$ cat config.mk
export PLATFORM = sky130hd
export DESIGN_NAME = spi_shift_engine
export DESIGN_NICKNAME = d
export VERILOG_FILES = /design/src/rtl/spi_eng_pkg.sv /design/src/rtl/spi_regs.sv /design/src/rtl/spi_shifter.sv /design/src/rtl/spi_pinmux.sv /design/src/rtl/spi_shift_engine.sv
export SDC_FILE = /design/constraint.sdc
export NUM_CORES = 1
export LEC_CHECK = 0
export ABC_CLOCK_PERIOD_IN_PS = 3600
export BUFFER_PORTS_ARGS = -buffer_cell sky130_fd_sc_hd__buf_4
export CAP_MARGIN = 30
export CORE_AREA = 2 2 105 128
export DETAILED_ROUTE_END_ITERATION = 8
export DIE_AREA = 0 0 107 130
export GPL_TIMING_DRIVEN = 0
export PLACE_DENSITY = 0.75
export RECOVER_POWER = 25
export SLEW_MARGIN = 25
export SYNTH_ARGS = -nofsm -noshare
export SYNTH_HDL_FRONTEND = slang
export SYNTH_SLANG_ARGS = --single-unit
export TNS_END_PERCENT = 5
$ cat constraint.sdc
create_clock -name clk -period 3.6 [get_ports clk]
set_input_delay 0.18 -clock clk [delete_from_list [all_inputs] [get_ports clk]]
set_output_delay 0.18 -clock clk [all_outputs]
set_load 0.05 [all_outputs]
$ cat src/rtl/spi_eng_pkg.sv
package spi_eng_pkg;

    localparam int XW     = 32;
    localparam int ADDR_W = 5;
    localparam int DIV_W  = 6;
    localparam int CNT_W  = 7;
    localparam int NUM_CS = 3;
    localparam int BITS_W = $clog2(XW) + 1;
    localparam int IDX_W  = $clog2(XW);

    localparam logic [ADDR_W-1:0] REG_FS    = 5'h00;
    localparam logic [ADDR_W-1:0] REG_CTRL  = 5'h04;
    localparam logic [ADDR_W-1:0] REG_IOC   = 5'h08;
    localparam logic [ADDR_W-1:0] REG_DOUT  = 5'h10;
    localparam logic [ADDR_W-1:0] REG_SHIFT = 5'h14;
    localparam logic [ADDR_W-1:0] REG_DIN   = 5'h18;

    localparam int SH_GO_BIT   = 31;
    localparam int SH_CS_LSB   = 28;
    localparam int SH_TERM_BIT = 26;
    localparam int IOC_DO_BIT  = 0;
    localparam int IOC_CLK_BIT = 8;
    localparam int IOC_CS_LSB  = 16;

    localparam logic [XW-1:0] IOC_RESET = 32'h0007_0000;

    typedef struct packed {
        logic [NUM_CS-1:0] sel;
        logic              term;
        logic [CNT_W-1:0]  cnt;
    } shift_cmd_t;

    typedef enum logic {
        PH_LOW  = 1'b0,
        PH_HIGH = 1'b1
    } phase_e;

    function automatic shift_cmd_t unpack_cmd(input logic [XW-1:0] w);
        shift_cmd_t c;
        c.sel  = w[SH_CS_LSB +: NUM_CS];
        c.term = w[SH_TERM_BIT];
        c.cnt  = w[CNT_W-1:0];
        return c;
    endfunction

    function automatic logic [XW-1:0] pack_cmd(input shift_cmd_t c, input logic busy);
        logic [XW-1:0] w;
        w = '0;
        w[SH_GO_BIT]               = busy;
        w[SH_CS_LSB +: NUM_CS]     = c.sel;
        w[SH_TERM_BIT]             = c.term;
        w[CNT_W-1:0]               = c.cnt;
        return w;
    endfunction

    function automatic logic [BITS_W-1:0] eff_bits(input logic [CNT_W-1:0] c);
        if (c > CNT_W'(XW))
            return BITS_W'(XW);
        return BITS_W'(c);
    endfunction

endpackage

$ cat src/rtl/spi_regs.sv
module spi_regs
    import spi_eng_pkg::*;
(
    input  logic              clk,
    input  logic              rst,
    input  logic [ADDR_W-1:0] addr,
    input  logic              wr,
    input  logic              rd,
    input  logic [XW-1:0]     wdata,
    input  logic              busy,
    input  logic [XW-1:0]     dout_q,
    input  logic [XW-1:0]     din_q,
    output logic              en,
    output logic [DIV_W-1:0]  div,
    output logic [XW-1:0]     ioc,
    output shift_cmd_t        cmd_new,
    output logic              start,
    output logic              dout_load,
    output logic [XW-1:0]     rdata
);

    shift_cmd_t cmd_q;
    logic       shift_hit;

    assign shift_hit = wr && (addr == REG_SHIFT) && !busy;
    assign cmd_new   = unpack_cmd(wdata);
    assign start     = shift_hit && wdata[SH_GO_BIT] && en;
    assign dout_load = wr && (addr == REG_DOUT) && !busy;

    always_ff @(posedge clk) begin
        if (rst) begin
            en    <= 1'b0;
            div   <= '0;
            ioc   <= IOC_RESET;
            cmd_q <= '0;
        end else begin
            if (wr && addr == REG_FS)
                en <= wdata[0];
            if (wr && addr == REG_CTRL)
                div <= wdata[DIV_W-1:0];
            if (wr && addr == REG_IOC)
                ioc <= wdata;
            if (shift_hit)
                cmd_q <= cmd_new;
        end
    end

    always_comb begin
        rdata = '0;
        if (rd) begin
            case (addr)
                REG_FS:    rdata = {{(XW-1){1'b0}}, en};
                REG_CTRL:  rdata = {{(XW-DIV_W){1'b0}}, div};
                REG_IOC:   rdata = ioc;
                REG_DOUT:  rdata = dout_q;
                REG_SHIFT: rdata = pack_cmd(cmd_q, busy);
                REG_DIN:   rdata = din_q;
                default:   rdata = '0;
            endcase
        end
    end

endmodule

$ cat src/rtl/spi_shifter.sv
module spi_shifter
    import spi_eng_pkg::*;
(
    input  logic              clk,
    input  logic              rst,
    input  logic              start,
    input  shift_cmd_t        cmd,
    input  logic [DIV_W-1:0]  div,
    input  logic              dout_load,
    input  logic [XW-1:0]     dout_wdata,
    input  logic              miso,
    output logic              busy,
    output logic              sck_eng,
    output logic              mosi_eng,
    output logic [NUM_CS-1:0] cs_act,
    output logic [XW-1:0]     dout_q,
    output logic [XW-1:0]     din_q
);

    logic [DIV_W-1:0]  hcnt;
    logic [DIV_W-1:0]  div_l;
    phase_e            ph;
    logic [BITS_W-1:0] rem;
    logic [IDX_W-1:0]  msb;
    logic              term_l;
    logic [BITS_W-1:0] n_start;
    logic              half_done;
    logic              rise_now;
    logic              fall_now;

    assign n_start   = eff_bits(cmd.cnt);
    assign half_done = (hcnt == div_l);
    assign rise_now  = busy && half_done && (ph == PH_LOW);
    assign fall_now  = busy && half_done && (ph == PH_HIGH);

    always_ff @(posedge clk) begin
        if (rst) begin
            busy   <= 1'b0;
            ph     <= PH_LOW;
            hcnt   <= '0;
            div_l  <= '0;
            rem    <= '0;
            msb    <= '0;
            term_l <= 1'b0;
            cs_act <= '0;
        end else if (start) begin
            ph   <= PH_LOW;
            hcnt <= '0;
            if (n_start == '0) begin
                busy   <= 1'b0;
                cs_act <= cmd.term ? '0 : cmd.sel;
            end else begin
                busy   <= 1'b1;
                cs_act <= cmd.sel;
                div_l  <= div;
                rem    <= n_start;
                msb    <= IDX_W'(n_start - BITS_W'(1));
                term_l <= cmd.term;
            end
        end else if (busy) begin
            if (half_done) begin
                hcnt <= '0;
                if (ph == PH_LOW) begin
                    ph <= PH_HIGH;
                end else begin
                    ph  <= PH_LOW;
                    rem <= rem - BITS_W'(1);
                    if (rem == BITS_W'(1)) begin
                        busy <= 1'b0;
                        if (term_l)
                            cs_act <= '0;
                    end
                end
            end else begin
                hcnt <= hcnt + DIV_W'(1);
            end
        end
    end

    always_ff @(posedge clk) begin
        if (rst)
            dout_q <= '0;
        else if (dout_load)
            dout_q <= dout_wdata;
        else if (fall_now)
            dout_q <= {dout_q[XW-2:0], 1'b0};
    end

    always_ff @(posedge clk) begin
        if (rst)
            din_q <= '0;
        else if (start)
            din_q <= '0;
        else if (rise_now)
            din_q <= {din_q[XW-2:0], miso};
    end

    assign sck_eng  = busy && (ph == PH_HIGH);
    assign mosi_eng = busy && dout_q[msb];

endmodule

$ cat src/rtl/spi_pinmux.sv
module spi_pinmux
    import spi_eng_pkg::*;
(
    input  logic              en,
    input  logic [XW-1:0]     ioc,
    input  logic              sck_eng,
    input  logic              mosi_eng,
    input  logic [NUM_CS-1:0] cs_act,
    output logic              sck,
    output logic              mosi,
    output logic [NUM_CS-1:0] cs_n
);

    assign sck  = en ? sck_eng  : ioc[IOC_CLK_BIT];
    assign mosi = en ? mosi_eng : ioc[IOC_DO_BIT];

    for (genvar i = 0; i < NUM_CS; i++) begin : g_cs
        assign cs_n[i] = en ? ~cs_act[i] : ioc[IOC_CS_LSB + i];
    end

endmodule

$ cat src/rtl/spi_shift_engine.sv
module spi_shift_engine
    import spi_eng_pkg::*;
(
    input  logic              clk,
    input  logic              rst,
    input  logic [ADDR_W-1:0] bus_addr,
    input  logic              bus_wr,
    input  logic              bus_rd,
    input  logic [XW-1:0]     bus_wdata,
    output logic [XW-1:0]     bus_rdata,
    output logic              sck,
    output logic              mosi,
    input  logic              miso,
    output logic [NUM_CS-1:0] cs_n
);

    logic              eng_en;
    logic              eng_busy;
    logic [DIV_W-1:0]  div;
    logic [XW-1:0]     ioc;
    shift_cmd_t        cmd_new;
    logic              start;
    logic              dout_load;
    logic [XW-1:0]     dout_q;
    logic [XW-1:0]     din_q;
    logic              sck_eng;
    logic              mosi_eng;
    logic [NUM_CS-1:0] cs_act;

    spi_regs u_regs (
        .clk       (clk),
        .rst       (rst),
        .addr      (bus_addr),
        .wr        (bus_wr),
        .rd        (bus_rd),
        .wdata     (bus_wdata),
        .busy      (eng_busy),
        .dout_q    (dout_q),
        .din_q     (din_q),
        .en        (eng_en),
        .div       (div),
        .ioc       (ioc),
        .cmd_new   (cmd_new),
        .start     (start),
        .dout_load (dout_load),
        .rdata     (bus_rdata)
    );

    spi_shifter u_shift (
        .clk        (clk),
        .rst        (rst),
        .start      (start),
        .cmd        (cmd_new),
        .div        (div),
        .dout_load  (dout_load),
        .dout_wdata (bus_wdata),
        .miso       (miso),
        .busy       (eng_busy),
        .sck_eng    (sck_eng),
        .mosi_eng   (mosi_eng),
        .cs_act     (cs_act),
        .dout_q     (dout_q),
        .din_q      (din_q)
    );

    spi_pinmux u_pins (
        .en       (eng_en),
        .ioc      (ioc),
        .sck_eng  (sck_eng),
        .mosi_eng (mosi_eng),
        .cs_act   (cs_act),
        .sck      (sck),
        .mosi     (mosi),
        .cs_n     (cs_n)
    );

endmodule

Word level (Yosys, flattened, before mapping)
Index checks and enable logic that the tools add are counted.
{"block": "totals", "regBits": 143, "wordCells": 97, "out_inout_bits": 37}
{"block": "op_classes", "mux": 35, "n_addsub": 3, "reduce_logical": 28, "n_lt_le_gt_ge": 2, "n_bitwise": 5, "eq_ne": 8}
{"operator": "32-bit one-hot mux with 6 select lines", "n": 1}
{"operator": "32-bit 2-to-1 mux", "n": 3}
{"operator": "6-bit 2-to-1 mux", "n": 8}
{"operator": "3-bit 2-to-1 mux", "n": 8}
{"operator": "5-bit == test, second input constant", "n": 3}
{"operator": "1-bit logical AND", "n": 14}
{"operator": "1-bit 2-to-1 mux", "n": 14}
{"operator": "2-bit nonzero test", "n": 6}
{"operator": "7-bit by 6-bit greater-than comparator with 1-bit output, second input constant", "n": 1}
{"operator": "6-bit by 1-bit adder with 6-bit output, second input constant", "n": 1}
{"operator": "6-bit by 1-bit == test with 1-bit output, second input constant", "n": 1}
{"operator": "6-bit == test", "n": 1}
{"operator": "6-bit logical NOT", "n": 1}
{"operator": "5-bit by 6-bit < comparator with 1-bit output, second input constant", "n": 1}
{"operator": "6-bit by 1-bit subtractor with 6-bit output, second input constant", "n": 1}
{"operator": "1-bit binary-select mux with 5-bit select", "n": 1}
{"operator": "5-bit by 3-bit == test with 1-bit output, second input constant", "n": 1}
{"operator": "5-bit by 4-bit == test with 1-bit output, second input constant", "n": 1}
{"operator": "5-bit logical NOT", "n": 1}
{"operator": "1-bit NOT", "n": 5}
{"operator": "5-bit AND reduction", "n": 1}
{"operator": "5-bit by 1-bit subtractor with 5-bit output, second input constant", "n": 1}
{"operator": "2-bit AND reduction", "n": 2}
{"operator": "4-bit AND reduction", "n": 1}
{"operator": "3 further kinds", "n": 3}

Longest topological paths before layout
{"block": "depth", "depth_word": 7, "depth_mapped": 9, "depth_no_buf": 8}

Cells and area by module
A second synthesis with hierarchy kept.
{"block": "unflattened", "cells_unflattened": 936, "area_unflattened_um2": 7890.1}
{"module": "spi_shifter", "area_each_um2": 4553.1, "cells_each": 518, "seq_area_each_um2": 1861.8, "n_inst": 1}
{"module": "spi_regs", "area_each_um2": 3254.4, "cells_each": 409, "seq_area_each_um2": 1001.0, "n_inst": 1}
{"module": "spi_pinmux", "area_each_um2": 82.6, "cells_each": 9, "seq_area_each_um2": 0.0, "n_inst": 1}

Worst setup path before layout
No wires, ideal clock.
{"block": "synth_path", "kind": "flip-flop to output port", "from": "reg u_shift.msb[0]", "to": "out mosi", "path_buffers": 1, "stages_incl_launch_ff": 6, "slack_ns": 1.174, "arrival_time_ns": 2.246, "path_cell_list": "dfxtp_1 > clkbuf_1 > mux4_2 > nand3_1 > nand4_1 > o22ai_1"}
{"block": "synth_via", "elab_chain_len": 4}
{"item": "start, declared", "line_no": "spi_shifter.sv:24", "source": "logic [IDX_W-1:0] msb;"}
{"item": "start signal, assigned", "line_no": "spi_shifter.sv:57", "source": "msb <= IDX_W'(n_start - BITS_W'(1));"}
{"item": "1-bit binary-select mux with 5-bit select", "line_no": "spi_shifter.sv:99", "source": "assign mosi_eng = busy && dout_q[msb];"}
{"item": "1-bit 2-to-1 mux (implied by the code)", "line_no": "spi_shifter.sv:99"}
{"item": "1-bit logical AND", "line_no": "spi_shifter.sv:99"}
{"item": "1-bit 2-to-1 mux", "line_no": "spi_pinmux.sv:15", "source": "assign mosi = en ? mosi_eng : ioc[IOC_DO_BIT];"}
{"item": "end, declared", "line_no": "spi_shift_engine.sv:12", "source": "output logic mosi,"}
Every way passes these cells. The select of a mux whose other input is x is not followed.

Final worst setup path
Same ends and word-level chain as after synthesis.

==> out/metrics.json <==
{
  "cell_internal_pwr": {"value": 2862, "unit": "uW"},
  "diodes": {"value": 0},
  "switching_fraction": {"value": 21.69, "unit": "%"},
  "cts.repair.resized": {"value": 0},
  "clk_latency": {"value": 430, "unit": "ps"},
  "clock_path_buffers": {"value": 2},
  "async_reset_ff_share": {"value": 0, "unit": "%"},
  "start_kind": {"value": "flop"},
  "setup_ws": {"value": 622.6, "unit": "ps"},
  "setup_repair_bufs_after_cts": {"value": 0},
  "globalRoute.busiestLayer": {"value": "met2"},
  "grt_first_pass_wirelength": {"value": 31770, "unit": "um"},
  "crit_path_max_fanout": {"value": 10},
  "layout_common_cells": {"value": "143 x dfxtp_1, 120 x nor2_1, 89 x mux2i_1"},
  "weighted_congestion_reported_at_the_end_of_routability_driven_placement": {"value": 0.9561},
  "p_seq_share": {"value": 43.8, "unit": "%"},
  "finalClockSkew": {"value": 5.714, "unit": "ps"},
  "crit_path_end_kind": {"value": "output pin"},
  "post-route-drc-count": {"value": 0},
  "detail_route.iter0.violations": {"value": 782},
  "cap_violations": {"value": 0},
  "ff2ff_path_depth": {"value": 7},
  "htree_num_levels": {"value": 4},
  "worst_reg2reg_setup_slack": {"value": 1130, "unit": "ps"},
  "final_hold_viol_count": {"value": 0},
  "power_per_cell_area": {"value": 440.7, "unit": "nW/um2"},
  "clock_power_share": {"value": 51.7, "unit": "%"},
  "worstMarginPinSlew": {"value": 1352, "unit": "ps"},
  "critical_path.slowest_cell": {"value": "clkbuf_1"},
  "synth_area_in_adders": {"value": 0.7299, "unit": "%"},
  "crit_chain": {"value": "clkbuf_1, mux4_2, mux2i_1, nor2_1, a311oi_1, o22ai_1, buf_4"},
  "preCtsSetupSlack": {"value": 918.0, "unit": "ps"},
  "grtUsageMet2": {"value": 50.02, "unit": "%"},
  "share_of_synthesized_cell_area_in_and_or_nand_and_nor_gates": {"value": 18.28, "unit": "%"},
  "grt_start_max_net_pins": {"value": 17},
  "worst_path_largest_cell_delay": {"value": 600, "unit": "ps"},
  "r2r_end": {"value": "u_shift.dout_q[22]"},
  "number_of_instances_in_the_synthesized_netlist": {"value": 777},
  "post-route-period-util": {"value": 82.70, "unit": "%"},
  "synth_area": {"value": 6857, "unit": "um2"},
  "holdCritStartpoint": {"value": "bus_wdata[25]"},
  "grt-ovfl-total": {"value": 0},
  "min_path_type": {"value": "in -> reg"},
  "mostFrequentLayoutCell": {"value": "dfxtp_1"},
  "synth_top_family_by_area": {"value": "compound AO/OA/AOI/OAI gates"},
  "die_height": {"value": 130, "unit": "um"},
  "placement.io_buffers": {"value": 77},
  "synth_edf_count": {"value": 0},
  "finalCriticalPeriod": {"value": 2977, "unit": "ps"},
  "fillCellCount": {"value": 1112},
  "antenna_found_initial": {"value": 0},
  "synthToLayoutAreaGrowth": {"value": 20.93, "unit": "%"},
  "clk_pin_slew_worst_paths": {"value": 60, "unit": "ps"},
  "via_count": {"value": 6433},
  "grt_use_met1": {"value": 36.49, "unit": "%"},
  "hold-path-cell-count": {"value": 3},
  "vdd_ir_drop_max": {"value": 0.3388, "unit": "mV"},
  "final.setup.tns": {"value": 0, "unit": "ps"},
  "start_util": {"value": 53.42, "unit": "%"},
  "std_cell_rows": {"value": 46},
  "ys.warnings.count": {"value": 0},
  "design.core.area": {"value": 12830, "unit": "um2"},
  "flip_flop_and_latch_count_after_synthesis": {"value": 143},
  "timing.fmax": {"value": 335.9, "unit": "MHz"},
  "grt_setup_unrepaired": {"value": "false"},
  "die_w": {"value": 107, "unit": "um"},
  "routedWlPerCell": {"value": 19.13, "unit": "um"},
  "worst_ep_arrival_time": {"value": 2800, "unit": "ps"},
  "share_of_layout_cells_above_drive_strength_1": {"value": 16.46, "unit": "%"},
  "power_switching": {"value": 792.6, "unit": "uW"},
  "critical_path_rt": {"value": 3420, "unit": "ps"},
  "dp.final_hpwl": {"value": 14670, "unit": "um"},
  "comb_power_share": {"value": 4.5, "unit": "%"},
  "number_of_buffers_created_by_cts": {"value": 17},
  "synth_flop_cell": {"value": "dfxtp_1"},
  "min_delay_worst_endpoint": {"value": "u_regs.ioc[25]"},
  "postSynthAreaPerCell": {"value": 8.824, "unit": "um2"},
  "timing.rr.start": {"value": "u_shift.hcnt[4]"},
  "synth-xor-area-share": {"value": 1.150, "unit": "%"},
  "post_synth_num_cell_types": {"value": 57},
  "final-max-slew-violation-count": {"value": 0},
  "route.detailed.vias_per_inst": {"value": 6.063},
  "ys_seq_area_share": {"value": 41.75, "unit": "%"},
  "detail-route-antenna-nets": {"value": 0},
  "clk_root_buffer_cell": {"value": "clkbuf_16"},
  "final_net_count": {"value": 926},
  "syn_nets": {"value": 823},
  "groute.usage.overall": {"value": 29.59, "unit": "%"},
  "first_global_vias": {"value": 6119},
  "timing.slew.headroom": {"value": 9.043, "unit": "%"},
  "first_pass_iters": {"value": 8},
  "area_enclosed_by_the_die_boundary": {"value": 13910, "unit": "um2"},
  "tritoncts_num_sinks": {"value": 143},
  "synth_mux_area_share": {"value": 14.96, "unit": "%"},
  "finalWirelength": {"value": 20300, "unit": "um"},
  "io-pin-count": {"value": 79},
  "static-leakage-power": {"value": 0.003426, "unit": "uW"},
  "setup_violation_total_in_the_final_timing_report": {"value": 0},
  "gr-usage-met3": {"value": 6.244, "unit": "%"},
  "timing.setup.critical_path_class": {"value": "reg -> out"},
  "tritoncts": {"value": "yes"},
  "share_of_the_synthesized_area_in_compound_gates_ao_oa_aoi_oai": {"value": 18.45, "unit": "%"},
  "status": {"value": "completed"}
}
[kinds of logic after synthesis]
logic type | after synthesis
and+or+nand+nor | 276
DFF | 143
muxes | 95
xor gates and xnor gates | 9
adders and majority gates | 4
buffers and inverters | 71
AOI/OAI and AO/OA | 179
[final cells by class]
class	count	area (um2)	area share (%)
timing repair buffer	84	633.1	7.635
multi-input combinational	563	3654	44.06
tap	168	210.2	2.535
sequential	143	2863	34.53
buffer	64	272.8	3.290
inverter	7	26.28	0.3169
clock inverter	10	158.9	1.916
clock buffer	22	474.2	5.719
[power groups by stage]
stage	registers [uW]	clock network, uW	logic [uW]
after CTS	1600	1900	163
after floorplan	1630	0	71.8
after detailed placement	1630	0	156
final	1600	1890	163
after global placement	1630	0	153
after global routing	1600	1970	173
[per-stage QoR]
| stage | area [um2] | utilization (%) | hold slack, ps | instances | power [uW] |
|---|---|---|---|---|---|
| 2_1_floorplan | 6857 | - | 297.8 | 777 | 1703 |
| 6_report | 8292 | 64.60 | 9.039 | 1061 | 3654 |
| 4_1_cts | 8348 | 65.04 | 3.739 | 1061 | 3658 |
| 3_3_place_gp | 7645 | 59.56 | 406.4 | 1022 | 1787 |
| 3_5_place_dp | 7645 | 59.56 | 406.2 | 1022 | 1791 |
| 5_1_grt | 8292 | 64.60 | 1.023 | 1061 | 3747 |
[registers in the layout (all words and copies together), names as in the netlist]
register / flops
u_regs.cmd_q: 11
u_regs.div: 6
u_regs.en: 1
u_regs.ioc: 32
u_shift.busy: 1
u_shift.cs_act: 3
u_shift.din_q: 32
u_shift.div_l: 6
u_shift.dout_q: 32
u_shift.hcnt: 6
u_shift.msb: 5
u_shift.ph: 1
u_shift.rem: 6
u_shift.term_l: 1
[layer usage]
layer,vias to the layer above,wire [um]
met5,-,0
met4,0,633
met3,44,1425
met2,276,10070
met1,3105,8164
li1,3008,-
[worst max-delay path, delay by kind of cell, from the launching register on]
family / cells / cell delay (ps)
AOI/OAI and AO/OA: 2 / 430
buffers and inverters: 2 / 820
DFF: 1 / 310
muxes: 2 / 740
and+or+nand+nor: 1 / 60
[worst max path at each step]
stage / startpoint / cells after the start / end / slack (ps)
6_report: u_shift.msb[0] / 7 / mosi / 620
5_1_grt: u_shift.msb[0] / 7 / mosi / 400
3_5_place_dp: bus_wdata[5] / 10 / u_shift.msb[0] / 920
2_1_floorplan: u_shift.msb[0] / 5 / mosi / 1170
4_1_cts: u_shift.msb[0] / 7 / mosi / 630
3_3_place_gp: bus_wdata[5] / 10 / u_shift.msb[0] / 970
[timing repair]
item	4_1_cts	5_1_grt
endpoints found under the setup margin	0	0
endpoints found under the hold margin	7	0
hold buffers	7	0
[synthesized netlist by cell type, types with 3 or more instances]
library cell / count / area, um2
a211oi_1: 32 / 240.2
nor3b_1: 3 / 22.52
nor3_1: 5 / 25.02
dfxtp_1: 143 / 2863
inv_1: 7 / 26.28
nor2_1: 120 / 450.4
nand3b_1: 3 / 22.52
a21oi_2: 8 / 70.07
and3_1: 4 / 25.02
a222oi_1: 25 / 250.2
nand3_1: 14 / 70.07
xor2_1: 7 / 61.31
nand4_1: 4 / 25.02
buf_2: 11 / 55.05
nand2_2: 8 / 50.05
ha_1: 4 / 50.05
a32oi_1: 3 / 26.28
clkbuf_1: 46 / 172.7
a21oi_1: 65 / 325.3
a311oi_1: 3 / 26.28
mux4_2: 6 / 135.1
nand2_1: 88 / 330.3
mux2i_1: 89 / 890.9
o21ai_0: 9 / 45.04
nand2b_1: 7 / 43.79
a22oi_1: 19 / 142.6
nand4b_1: 4 / 35.03
Note: power is estimated with default switching activity, not from simulation.
